===== src/rtl/split_qh_pkg.sv =====
package split_qh_pkg;

  localparam int FLAG_W = 3;
  localparam int FLAG_ACTIVE = 0;
  localparam int FLAG_HALTED = 1;
  localparam int FLAG_INACT = 2;

  typedef enum logic {
    DO_START    = 1'b0,
    DO_COMPLETE = 1'b1
  } splitState_e;

  // Control-to-datapath strobes, valid in the cycle of the evaluation.
  typedef struct packed {
    logic clrActive;
    logic goComplete;
    logic goStart;
  } ctlStrobe_t;

endpackage


===== src/rtl/split_qh_datapath.sv =====
module split_qh_datapath
  import split_qh_pkg::*;
#(
  parameter int UFRAMES = 8,
  localparam int IDX_W = $clog2(UFRAMES)
) (
  input  logic               clk,
  input  logic               rstN,
  input  logic [IDX_W-1:0]   uframeIdx,
  input  logic [UFRAMES-1:0] sMask,
  input  logic [UFRAMES-1:0] cMask,
  input  logic               swWrEn,
  input  logic [FLAG_W-1:0]  swWrMask,
  input  logic [FLAG_W-1:0]  swWrData,
  input  ctlStrobe_t         ctl,
  output logic               sBit,
  output logic               cBit,
  output logic               activeQ,
  output logic               haltedQ,
  output logic               inactQ,
  output splitState_e        stateQ,
  output logic               swWrRej
);

  logic [UFRAMES-1:0] sHit;
  logic [UFRAMES-1:0] cHit;

  // Pick the mask bit of the current micro-frame.
  for (genvar g = 0; g < UFRAMES; g++) begin : g_sel
    assign sHit[g] = (uframeIdx == IDX_W'(g)) & sMask[g];
    assign cHit[g] = (uframeIdx == IDX_W'(g)) & cMask[g];
  end
  assign sBit = |sHit;
  assign cBit = |cHit;

  // Active and the inactivate flag may not change in one write.
  logic wrBad;
  logic wrOk;
  assign wrBad = swWrEn & swWrMask[FLAG_ACTIVE] & swWrMask[FLAG_INACT];
  assign wrOk  = swWrEn & ~wrBad;

  logic activeNext;
  logic haltedNext;
  logic inactNext;

  always_comb begin
    activeNext = activeQ;
    haltedNext = haltedQ;
    inactNext  = inactQ;
    if (ctl.clrActive) activeNext = 1'b0;
    if (wrOk) begin
      if (swWrMask[FLAG_ACTIVE]) activeNext = swWrData[FLAG_ACTIVE];
      if (swWrMask[FLAG_HALTED]) haltedNext = swWrData[FLAG_HALTED];
      if (swWrMask[FLAG_INACT])  inactNext  = swWrData[FLAG_INACT];
    end
  end

  always_ff @(posedge clk or negedge rstN) begin
    if (!rstN) begin
      activeQ <= 1'b0;
      haltedQ <= 1'b0;
      inactQ  <= 1'b0;
      swWrRej <= 1'b0;
    end else begin
      activeQ <= activeNext;
      haltedQ <= haltedNext;
      inactQ  <= inactNext;
      swWrRej <= wrBad;
    end
  end

  always_ff @(posedge clk or negedge rstN) begin
    if (!rstN) begin
      stateQ <= DO_START;
    end else if (ctl.goComplete) begin
      stateQ <= DO_COMPLETE;
    end else if (ctl.goStart) begin
      stateQ <= DO_START;
    end
  end

  // a refused write leaves the inactivate flag untouched.
  p_reject_keeps_inact_r10: assert property (@(posedge clk) disable iff (!rstN)
    wrBad |=> inactQ == $past(inactQ));

  // an Active clear not overridden by software lands.
  p_clear_lands_r4: assert property (@(posedge clk) disable iff (!rstN)
    (ctl.clrActive && !(swWrEn && swWrMask[FLAG_ACTIVE])) |=> !activeQ);

  // the split state never moves while Active is low and no write raises it.
  p_idle_state_r2: assert property (@(posedge clk) disable iff (!rstN)
    (!activeQ && !swWrEn) |=> stateQ == $past(stateQ));

endmodule


===== src/rtl/split_qh_control.sv =====
module split_qh_control
  import split_qh_pkg::*;
(
  input  logic        clk,
  input  logic        rstN,
  input  logic        frameTick,
  input  logic        completeOk,
  input  logic        sBit,
  input  logic        cBit,
  input  logic        activeQ,
  input  logic        haltedQ,
  input  logic        inactQ,
  input  splitState_e stateQ,
  output ctlStrobe_t  ctl,
  output logic        startSplit,
  output logic        completeSplit,
  output logic        activeClr,
  output logic        qtdWbReq
);

  logic evalGo;
  logic doStartSplit;
  logic doCompSplit;
  logic doRetire;
  logic doFinish;

  // Halted or inactive queue heads are never advanced.
  assign evalGo       = frameTick & activeQ & ~haltedQ;
  assign doRetire     = evalGo & (stateQ == DO_START) & inactQ;
  assign doStartSplit = evalGo & (stateQ == DO_START) & ~inactQ & sBit;
  assign doCompSplit  = evalGo & (stateQ == DO_COMPLETE) & cBit;
  assign doFinish     = doCompSplit & completeOk;

  always_comb begin
    ctl            = '0;
    ctl.clrActive  = doRetire;
    ctl.goComplete = doStartSplit;
    ctl.goStart    = doFinish;
  end

  always_ff @(posedge clk or negedge rstN) begin
    if (!rstN) begin
      startSplit    <= 1'b0;
      completeSplit <= 1'b0;
      activeClr     <= 1'b0;
      qtdWbReq      <= 1'b0;
    end else begin
      startSplit    <= doStartSplit;
      completeSplit <= doCompSplit;
      activeClr     <= doRetire;
      qtdWbReq      <= doFinish;
    end
  end

  // no strobe follows an evaluation of a halted or inactive head.
  p_no_issue_halted_r3: assert property (@(posedge clk) disable iff (!rstN)
    (startSplit || completeSplit || activeClr) |-> $past(activeQ && !haltedQ));

  // a start-split is never issued with the inactivate flag set.
  p_no_start_inact_r4: assert property (@(posedge clk) disable iff (!rstN)
    startSplit |-> $past(!inactQ));

  // retiring the head never requests a qTD write-back.
  p_clr_no_wb_r5: assert property (@(posedge clk) disable iff (!rstN)
    activeClr |-> !qtdWbReq);

  // complete-splits only come out of DoComplete.
  p_complete_from_state_r7: assert property (@(posedge clk) disable iff (!rstN)
    completeSplit |-> $past(stateQ == DO_COMPLETE));

  // every strobe follows an evaluation strobe.
  p_tick_only_r11: assert property (@(posedge clk) disable iff (!rstN)
    (startSplit || completeSplit || activeClr || qtdWbReq) |-> $past(frameTick));

endmodule


===== src/rtl/split_qh_ctl.sv =====
module split_qh_ctl
  import split_qh_pkg::*;
#(
  parameter int UFRAMES = 8,
  localparam int IDX_W = $clog2(UFRAMES)
) (
  input  logic               clk,
  input  logic               rstN,
  input  logic               frameTick,
  input  logic [IDX_W-1:0]   uframeIdx,
  input  logic [UFRAMES-1:0] sMask,
  input  logic [UFRAMES-1:0] cMask,
  input  logic               completeOk,
  input  logic               swWrEn,
  input  logic [2:0]         swWrMask,
  input  logic [2:0]         swWrData,
  output logic               startSplit,
  output logic               completeSplit,
  output logic               activeClr,
  output logic               qtdWbReq,
  output logic               swWrRej,
  output logic               activeQ,
  output logic               haltedQ,
  output logic               inactQ,
  output logic               splitState
);

  ctlStrobe_t  ctl;
  logic        sBit;
  logic        cBit;
  splitState_e stateQ;

  split_qh_datapath #(.UFRAMES(UFRAMES)) u_dp (
    .clk      (clk),
    .rstN     (rstN),
    .uframeIdx(uframeIdx),
    .sMask    (sMask),
    .cMask    (cMask),
    .swWrEn   (swWrEn),
    .swWrMask (swWrMask),
    .swWrData (swWrData),
    .ctl      (ctl),
    .sBit     (sBit),
    .cBit     (cBit),
    .activeQ  (activeQ),
    .haltedQ  (haltedQ),
    .inactQ   (inactQ),
    .stateQ   (stateQ),
    .swWrRej  (swWrRej)
  );

  split_qh_control u_ctl (
    .clk          (clk),
    .rstN         (rstN),
    .frameTick    (frameTick),
    .completeOk   (completeOk),
    .sBit         (sBit),
    .cBit         (cBit),
    .activeQ      (activeQ),
    .haltedQ      (haltedQ),
    .inactQ       (inactQ),
    .stateQ       (stateQ),
    .ctl          (ctl),
    .startSplit   (startSplit),
    .completeSplit(completeSplit),
    .activeClr    (activeClr),
    .qtdWbReq     (qtdWbReq)
  );

  assign splitState = stateQ;

endmodule


===== config.mk =====
export PLATFORM = sky130hd
export DESIGN_NAME = split_qh_ctl
export DESIGN_NICKNAME = d
export VERILOG_FILES = /design/src/rtl/split_qh_pkg.sv /design/src/rtl/split_qh_datapath.sv /design/src/rtl/split_qh_control.sv /design/src/rtl/split_qh_ctl.sv
export SDC_FILE = /design/constraint.sdc
export NUM_CORES = 1
export LEC_CHECK = 0
export BUFFER_PORTS_ARGS = -buffer_cell sky130_fd_sc_hd__buf_4
export CAP_MARGIN = 20
export CORE_MARGIN = 2
export CORE_UTILIZATION = 37
export DETAILED_ROUTE_END_ITERATION = 7
export GPL_TIMING_DRIVEN = 0
export PLACE_DENSITY = 0.8
export SLEW_MARGIN = 5
export SYNTH_ARGS = -nofsm -noshare
export SYNTH_HDL_FRONTEND = slang
export SYNTH_SLANG_ARGS = --single-unit

===== constraint.sdc =====
create_clock -name clk -period 1.7 [get_ports clk]
set_clock_uncertainty 0.15 [all_clocks]
set_input_delay 0.255 -clock clk [delete_from_list [all_inputs] [get_ports clk]]
set_output_delay 0.255 -clock clk [all_outputs]
set_load 0.01 [all_outputs]

==> results of run 1 <==
what timing repair did:
item / 4_1_cts / 5_1_grt
resized for setup: 0 / 0
endpoints found under the hold margin: 9 / 0
hold buffers: 1 / 0
sequential cells by signal (all words and copies together) (netlist names):
| signal | flops |
|---|---|
| u_ctl.startSplit | 1 |
| u_dp.inactQ | 1 |
| u_dp.haltedQ | 1 |
| u_ctl.completeSplit | 1 |
| u_ctl.qtdWbReq | 1 |
| u_dp.stateQ | 1 |
| u_ctl.activeClr | 1 |
| u_dp.activeQ | 1 |
| u_dp.swWrRej | 1 |
synthesized netlist by cell type:
library cell and n:
a311oi_1 1, a31oi_1 1, nand3b_1 3, inv_1 2
o21ai_0 1, nand2_1 4, nor2_1 3, dfrtp_1 9
o21bai_1 1, nor4_2 1, o2bb2ai_1 1, mux4_2 2
nor3b_1 1, and3_1 1, buf_2 1, nand4b_1 1
a21oi_1 1, mux2i_1 5, and4_1 2, mux2_1 2
buf_6 1
power by group through the flow:
stage / sequential [mW] / clock, mW / combinational (mW)
2_1_floorplan: 0.290 / 0 / 0.0649
3_3_place_gp: 0.279 / 0 / 0.185
3_5_place_dp: 0.282 / 0 / 0.192
4_1_cts: 0.279 / 0.165 / 0.194
5_1_grt: 0.284 / 0.175 / 0.212
6_report: 0.278 / 0.163 / 0.192
cells by family (layout without fill, tap and decap cells):
group                  count (synthesis)  count (layout)
flip-flops                             9               9
AND/OR/NAND/NOR                       16              16
AO/OA/AOI/OAI                          6               6
multiplexers                           9               9
buffers and inverters                  4              45
placed cells by master (no fill, tap or decap), drive strengths merged:
master,synthesis,routed
o21ai,1,1
clkbuf,0,4
nand3b,3,3
o2bb2ai,1,1
nor3b,1,1
a31oi,1,1
and4,2,2
mux2i,5,5
nand2,4,4
a21oi,1,1
nor4,1,1
nand4b,1,1
nor2,3,3
mux2,2,2
a311oi,1,1
and3,1,1
inv,2,2
mux4,2,2
dlygate4sd3,0,1
dfrtp,9,9
o21bai,1,1
buf,2,38
area by class of cell:
class / instances / area share
multi-input combinational: 31 / 0.3118
timing repair buffer: 37 / 0.3358
buffer: 2 / 0.01949
sequential: 9 / 0.2699
tap: 15 / 0.02249
inverter: 2 / 0.008996
clock buffer: 4 / 0.03148
final timing paths:
check / from / slack, ns / depth (start not counted) / to
worst max-delay path: u_dp.haltedQ / 0.24 / 4 / u_dp.stateQ
worst min-delay path: swWrData[1] / 0.07 / 2 / u_dp.haltedQ
worst max register to register: u_dp.haltedQ / 0.24 / 4 / u_dp.stateQ
worst min register to register: u_dp.inactQ / 0.36 / 1 / u_ctl.startSplit
max in group asynchronous: rstN / 1.06 / 2 / u_dp.haltedQ
min in group asynchronous: rstN / 0.21 / 2 / u_dp.stateQ
worst max-delay path, stage by stage, from the launching register on:
cell	delay [ns]
dfrtp_1	0.40
nand4b_1	0.21
a311oi_1	0.27
and4_1	0.24
o21bai_1	0.07
metal layers:
| metal | global-route usage | routed length (µm) | part of all wire |
|---|---|---|---|
| met2 | 0.2539 | 625 | 0.53 |
| met5 | 0 | 0 | 0 |
| met1 | 0.2211 | 486 | 0.41 |
| met4 | 0.04839 | 0 | 0 |
| met3 | 0.03261 | 67 | 0.057 |
==> run summary, run 1 <==
status = finished, final reports clean
unrepaired setup endpoints after global routing = no
Tot Pwr = 0.6323 mW
Final HPWL DP = 986.5 µm
FMAX = 0.6840 GHz
DP Area = 798.3 µm²
pre-CTS worst setup slack = 0.1530 ns
NetSw = 0.1791 mW
Adder-Cell Fraction of Synth Area = 0
Fin Setup TNS = 0 ns
htree depth = 1
Critical Path End Type = flip-flop
Clock Sinks = 9
final setup margin = 0.2380 ns
FILL cells = 113
max-cap violations = 0
leading area contributor after synthesis = dfrtp_1
Setup Viol. Count Final = 0
final count of pins violating max slew = 0
Slew HR = 0.8088
period utilization = 0.8600
Ys Warns = 0
largest net degree at the start of global routing = 10
Site Rows = 13
Internal = 0.4532 mW
Root Driver = clkbuf_4
Post-Route WL = 1179 µm
Final ANT Viol Nets = 0
io pins = 39
Reg power frac = 0.439
area of the multi-input gates = 260.3 µm²
worst-skew pair later-pin latency = 0.25 ns
post-synth cell types = 21
Final min period = 1.462 ns
main area contributors after synthesis = dfrtp_1 (44%), mux2i_1 (9.8%), mux4_2 (8.8%)
DRC viols = 0
Critical Path AT = 1.45 ns
Synth Area per Inst = 11.57 µm²
Routed wire per std cell = 11.79 µm
startpoint types = flip-flop
Yosys reg bits = 9
peak supply drop = 0.4732 mV
Synth Area in XOR/XNOR = 0
Seq. cell area = 225.2 µm²
sequential area share after synthesis = 0.4423
critical path class = reg2reg
Fin Hold WS = 0.06837 ns
die width = 41.10 µm
Net count, final = 116
core area = 1301 µm²
Worst Tran Pin Value = 0.2861 ns
initial antenna violation count = 0
buffers added on ports = 36
Critical Path Fanout Max = 4
Clk pin slew, worst setup/hold paths = 0.06 ns
Overflow after GRT = 0
Via-to-Cell Ratio = 5.070
Hold Fails Final Rpt = 0
layout cells sized above 1 = 0.5176
post-synthesis mux area share = 0.2310
Synth Area in Compound Gates = 0.08108
CTS tree = built
gpl congestion = 0.7076
DP Cell Count = 95
DR pass1 iterations = 4
Finished Core Util = 0.6413
Layout area overhead = 63.88%
Hold Crit Class = in2reg
Simple-Gate Fraction of Synth Area = 0.1990
main combinational cell family by area after synthesis = multiplexers
cell count after synthesis = 44
Die ar. = 1689 µm²
buffers inserted by post-CTS timing repair = 0
Syn Std Cell Area = 509.2 µm²
Post-Layout Inst Area = 834.6 µm²
first-pass GRT wire length = 1773 µm
Sw Share = 0.2833
combinational share of power = 0.303
clock buffers created by TritonCTS = 3
antenna cell count = 0
Global Route Usage Sum = 0.1616
CP required = 1.69 ns
vias in the first global route = 445
fin cells = 100
via count = 507
Initial Util = 0.3913
top cell type's share of synthesized area = 0.4423
Pleak = 0.4254 nW
clock buffer depth = 2
Clk pwr share = 0.257
pwr/cell area = 757.7 nW/µm²
die height = 41.10 µm
initial DRC count = 7
Post-Syn Nets = 74
(Power assumes the default switching activity.)
==> inputs of run 2 (changes only) <==
Settings changed: CORE_AREA from default to 2 2 39 41, CORE_MARGIN 2 to default, CORE_UTILIZATION 37 to default, CTS_BUF_LIST from default to sky130_fd_sc_hd__clkbuf_8, DIE_AREA from default to 0 0 41 43, PLACE_DENSITY 0.8 to 0.82.
==> run 2 against run 1 <==
  * Non-clock buffer count is the same
  * Core utilization fell by 2.4 points
  * Routed wire length up 9.0%
  * Clock-buffer cell count decreased by 1
  * Largest cell class unchanged
  * Hold slack gained 0.025 ns
  * Setup slack improved by 0.034 ns
  * Cell count grew 1.0%
  * Critical path depth unchanged
  * Global-route usage up 1.9 points
==> run summary, run 2 (synthesis gave the netlist of run 1 again) <==
status = finished, final reports clean
startpoint types = flip-flop
Overflow after GRT = 0 (unchanged)
Clock Sinks = 9 (unchanged)
layout cells sized above 1 = 0.5176 (unchanged)
core area = 1384 µm² (+6.3%)
DRC viols = 0 (unchanged)
Fin Setup TNS = 0 ns (unchanged)
Hold Crit Class = in2reg
Clk pwr share = 0.331 (+0.074)
initial DRC count = 10 (+3)
initial antenna violation count = 0 (unchanged)
Die ar. = 1763 µm² (+4.4%)
worst-skew pair later-pin latency = 0.23 ns (-0.02 ns)
CTS tree = built
CP required = 1.66 ns (-0.03 ns)
clock buffer depth = 2 (unchanged)
Reg power frac = 0.398 (-0.041)
Site Rows = 14 (+1)
Clk pin slew, worst setup/hold paths = 0.05 ns (about the same)
htree depth = 1 (unchanged)
Worst Tran Pin Value = 0.3899 ns (+0.1038 ns)
reg-to-reg slack, setup = 0.27 ns (+0.03 ns)
Root Driver = clkbuf_8
slowest CP cell = dfrtp_1
combinational share of power = 0.271 (-0.032)
Initial Util = 0.3680 (-0.02335)
pre-CTS worst setup slack = 0.1757 ns (+0.02269 ns)
Via-to-Cell Ratio = 5.218 (+2.9%)
CP Launch Point = u_dp.stateQ
Global Route Usage Sum = 0.1805 (+0.01891)
critical path cell sequence = nand4b_1, a311oi_1, and4_1, o21bai_1
worst r2r src = u_dp.stateQ
die width = 41 µm (-0.24%)
peak supply drop = 0.4215 mV (-11%)
Tot Pwr = 0.7093 mW (+12%)
Final ANT Viol Nets = 0 (unchanged)
pwr/cell area = 830.0 nW/µm² (+9.5%)
commonest cells after routing, fill and taps aside = buf_4 (36), dfrtp_1 (9), mux2i_1 (5)
path depth of the worst reg2reg path = 4 (unchanged)
DR pass1 iterations = 4 (unchanged)
most common cell after layout, fill and taps aside = buf_4
Sw Share = 0.2661 (-0.01727)
gpl congestion = 0.6801 (-3.9%)
die height = 43 µm (+4.6%)
antenna cell count = 0 (unchanged)
first-pass GRT wire length = 2125 µm (+20%)
unrepaired setup endpoints after global routing = no
Internal = 0.5206 mW (+15%)
final count of pins violating max slew = 0 (unchanged)
WP buf/inv = 0 (unchanged)
r2r endpoint = u_dp.stateQ
Pleak = 0.4374 nW (+2.8%)
Routed wire per std cell = 12.72 µm (+7.9%)
Net count, final = 116 (unchanged)
io pins = 39 (unchanged)
CP top delay family = flip-flops
Largest stage delay, worst path = 0.44 ns (+0.04 ns)
vias in the first global route = 520 (+17%)
Post-Route WL = 1285 µm (+9.0%)
Layout area overhead = 67.81%
Critical Path Fanout Max = 5 (+1)
period utilization = 0.8400 (-0.02005)
NetSw = 0.1887 mW (+5.3%)
Slew HR = 0.7395 (-0.06933)
clock buffers created by TritonCTS = 3 (unchanged)
Final min period = 1.428 ns (-0.03408 ns)
Critical Path AT = 1.39 ns (-0.06 ns)
final setup margin = 0.2721 ns (+0.03408 ns)
largest net degree at the start of global routing = 10 (unchanged)
Critical Path End Type = flip-flop
critical path class = reg2reg
Setup Viol. Count Final = 0 (unchanged)
FMAX = 0.7003 GHz (+2.4%)
Hold Fails Final Rpt = 0 (unchanged)
CP endpoint = u_dp.stateQ
Crit. path cell count = 4 (unchanged)
buffers added on ports = 36 (unchanged)
buffers inserted by post-CTS timing repair = 0 (unchanged)
max-cap violations = 0 (unchanged)
via count = 527 (+3.9%)
-- run 2: routing by layer --
| layer | vias to the layer above | part of all wire | track usage |
|---|---|---|---|
| met5 | - | 0 | 0 |
| met4 | 0 | 0.053 | 0.1533 |
| met3 | 9 | 0.080 | 0.04712 |
| met2 | 30 | 0.52 | 0.2531 |
| met1 | 240 | 0.34 | 0.2159 |
| li1 | 248 | - | - |
-- run 2: power groups by stage --
stage / logic [mW] / clock network [mW] / registers [mW]
global route: 0.211 / 0.254 / 0.286
floorplan: 0.0649 / 0 / 0.290
detailed placement: 0.191 / 0 / 0.280
CTS: 0.194 / 0.242 / 0.280
global placement: 0.187 / 0 / 0.279
finish: 0.192 / 0.235 / 0.282
-- run 2: stage by stage --
step / instances / utilization / hold WS, ns / cell area (µm²)
2_1_floorplan: 44 / - / -0.1906 / 509.2
3_3_place_gp: 96 / 0.5778 / -0.06995 / 799.5
3_5_place_dp: 96 / 0.5778 / -0.06619 / 799.5
4_1_cts: 101 / 0.6175 / 0.09044 / 854.6
5_1_grt: 101 / 0.6175 / 0.09137 / 854.6
6_report: 101 / 0.6175 / 0.09295 / 854.6
-- run 2: worst min-delay path by stage --
stage | startpoint | to | depth (start not counted)
final | swWrData[1] | u_dp.haltedQ | 2
after global routing | swWrData[1] | u_dp.haltedQ | 2
after CTS | swWrData[1] | u_dp.haltedQ | 2
after detailed placement | rstN | u_dp.swWrRej | 1
after global placement | rstN | u_dp.swWrRej | 1
after floorplan | rstN | u_ctl.activeClr | 0
-- run 2: worst register-to-register path: cells and delay by family, from the launching register on --
kind / cells / cell delay, ns
DFF: 1 / 0.44
AOI/OAI and AO/OA: 2 / 0.32
and+or+nand+nor: 2 / 0.41
-- run 2: what timing repair did --
action	in CTS	in global routing
hold buffers	1	0
endpoints found under the hold margin	9	0
gates resized for setup	0	0
-- run 2: layout make-up --
| cell class | instances | area (µm²) |
|---|---|---|
| Fill cell | 123 | 529.3 |
| Timing Repair Buffer | 37 | 280.3 |
| Multi-Input combinational cell | 31 | 260.3 |
| Sequential cell | 9 | 225.2 |
| Clock buffer | 3 | 41.29 |
| Tap cell | 16 | 20.02 |
| Buffer | 2 | 16.27 |
| Inverter | 2 | 7.507 |
| Clock inverter | 1 | 3.754 |
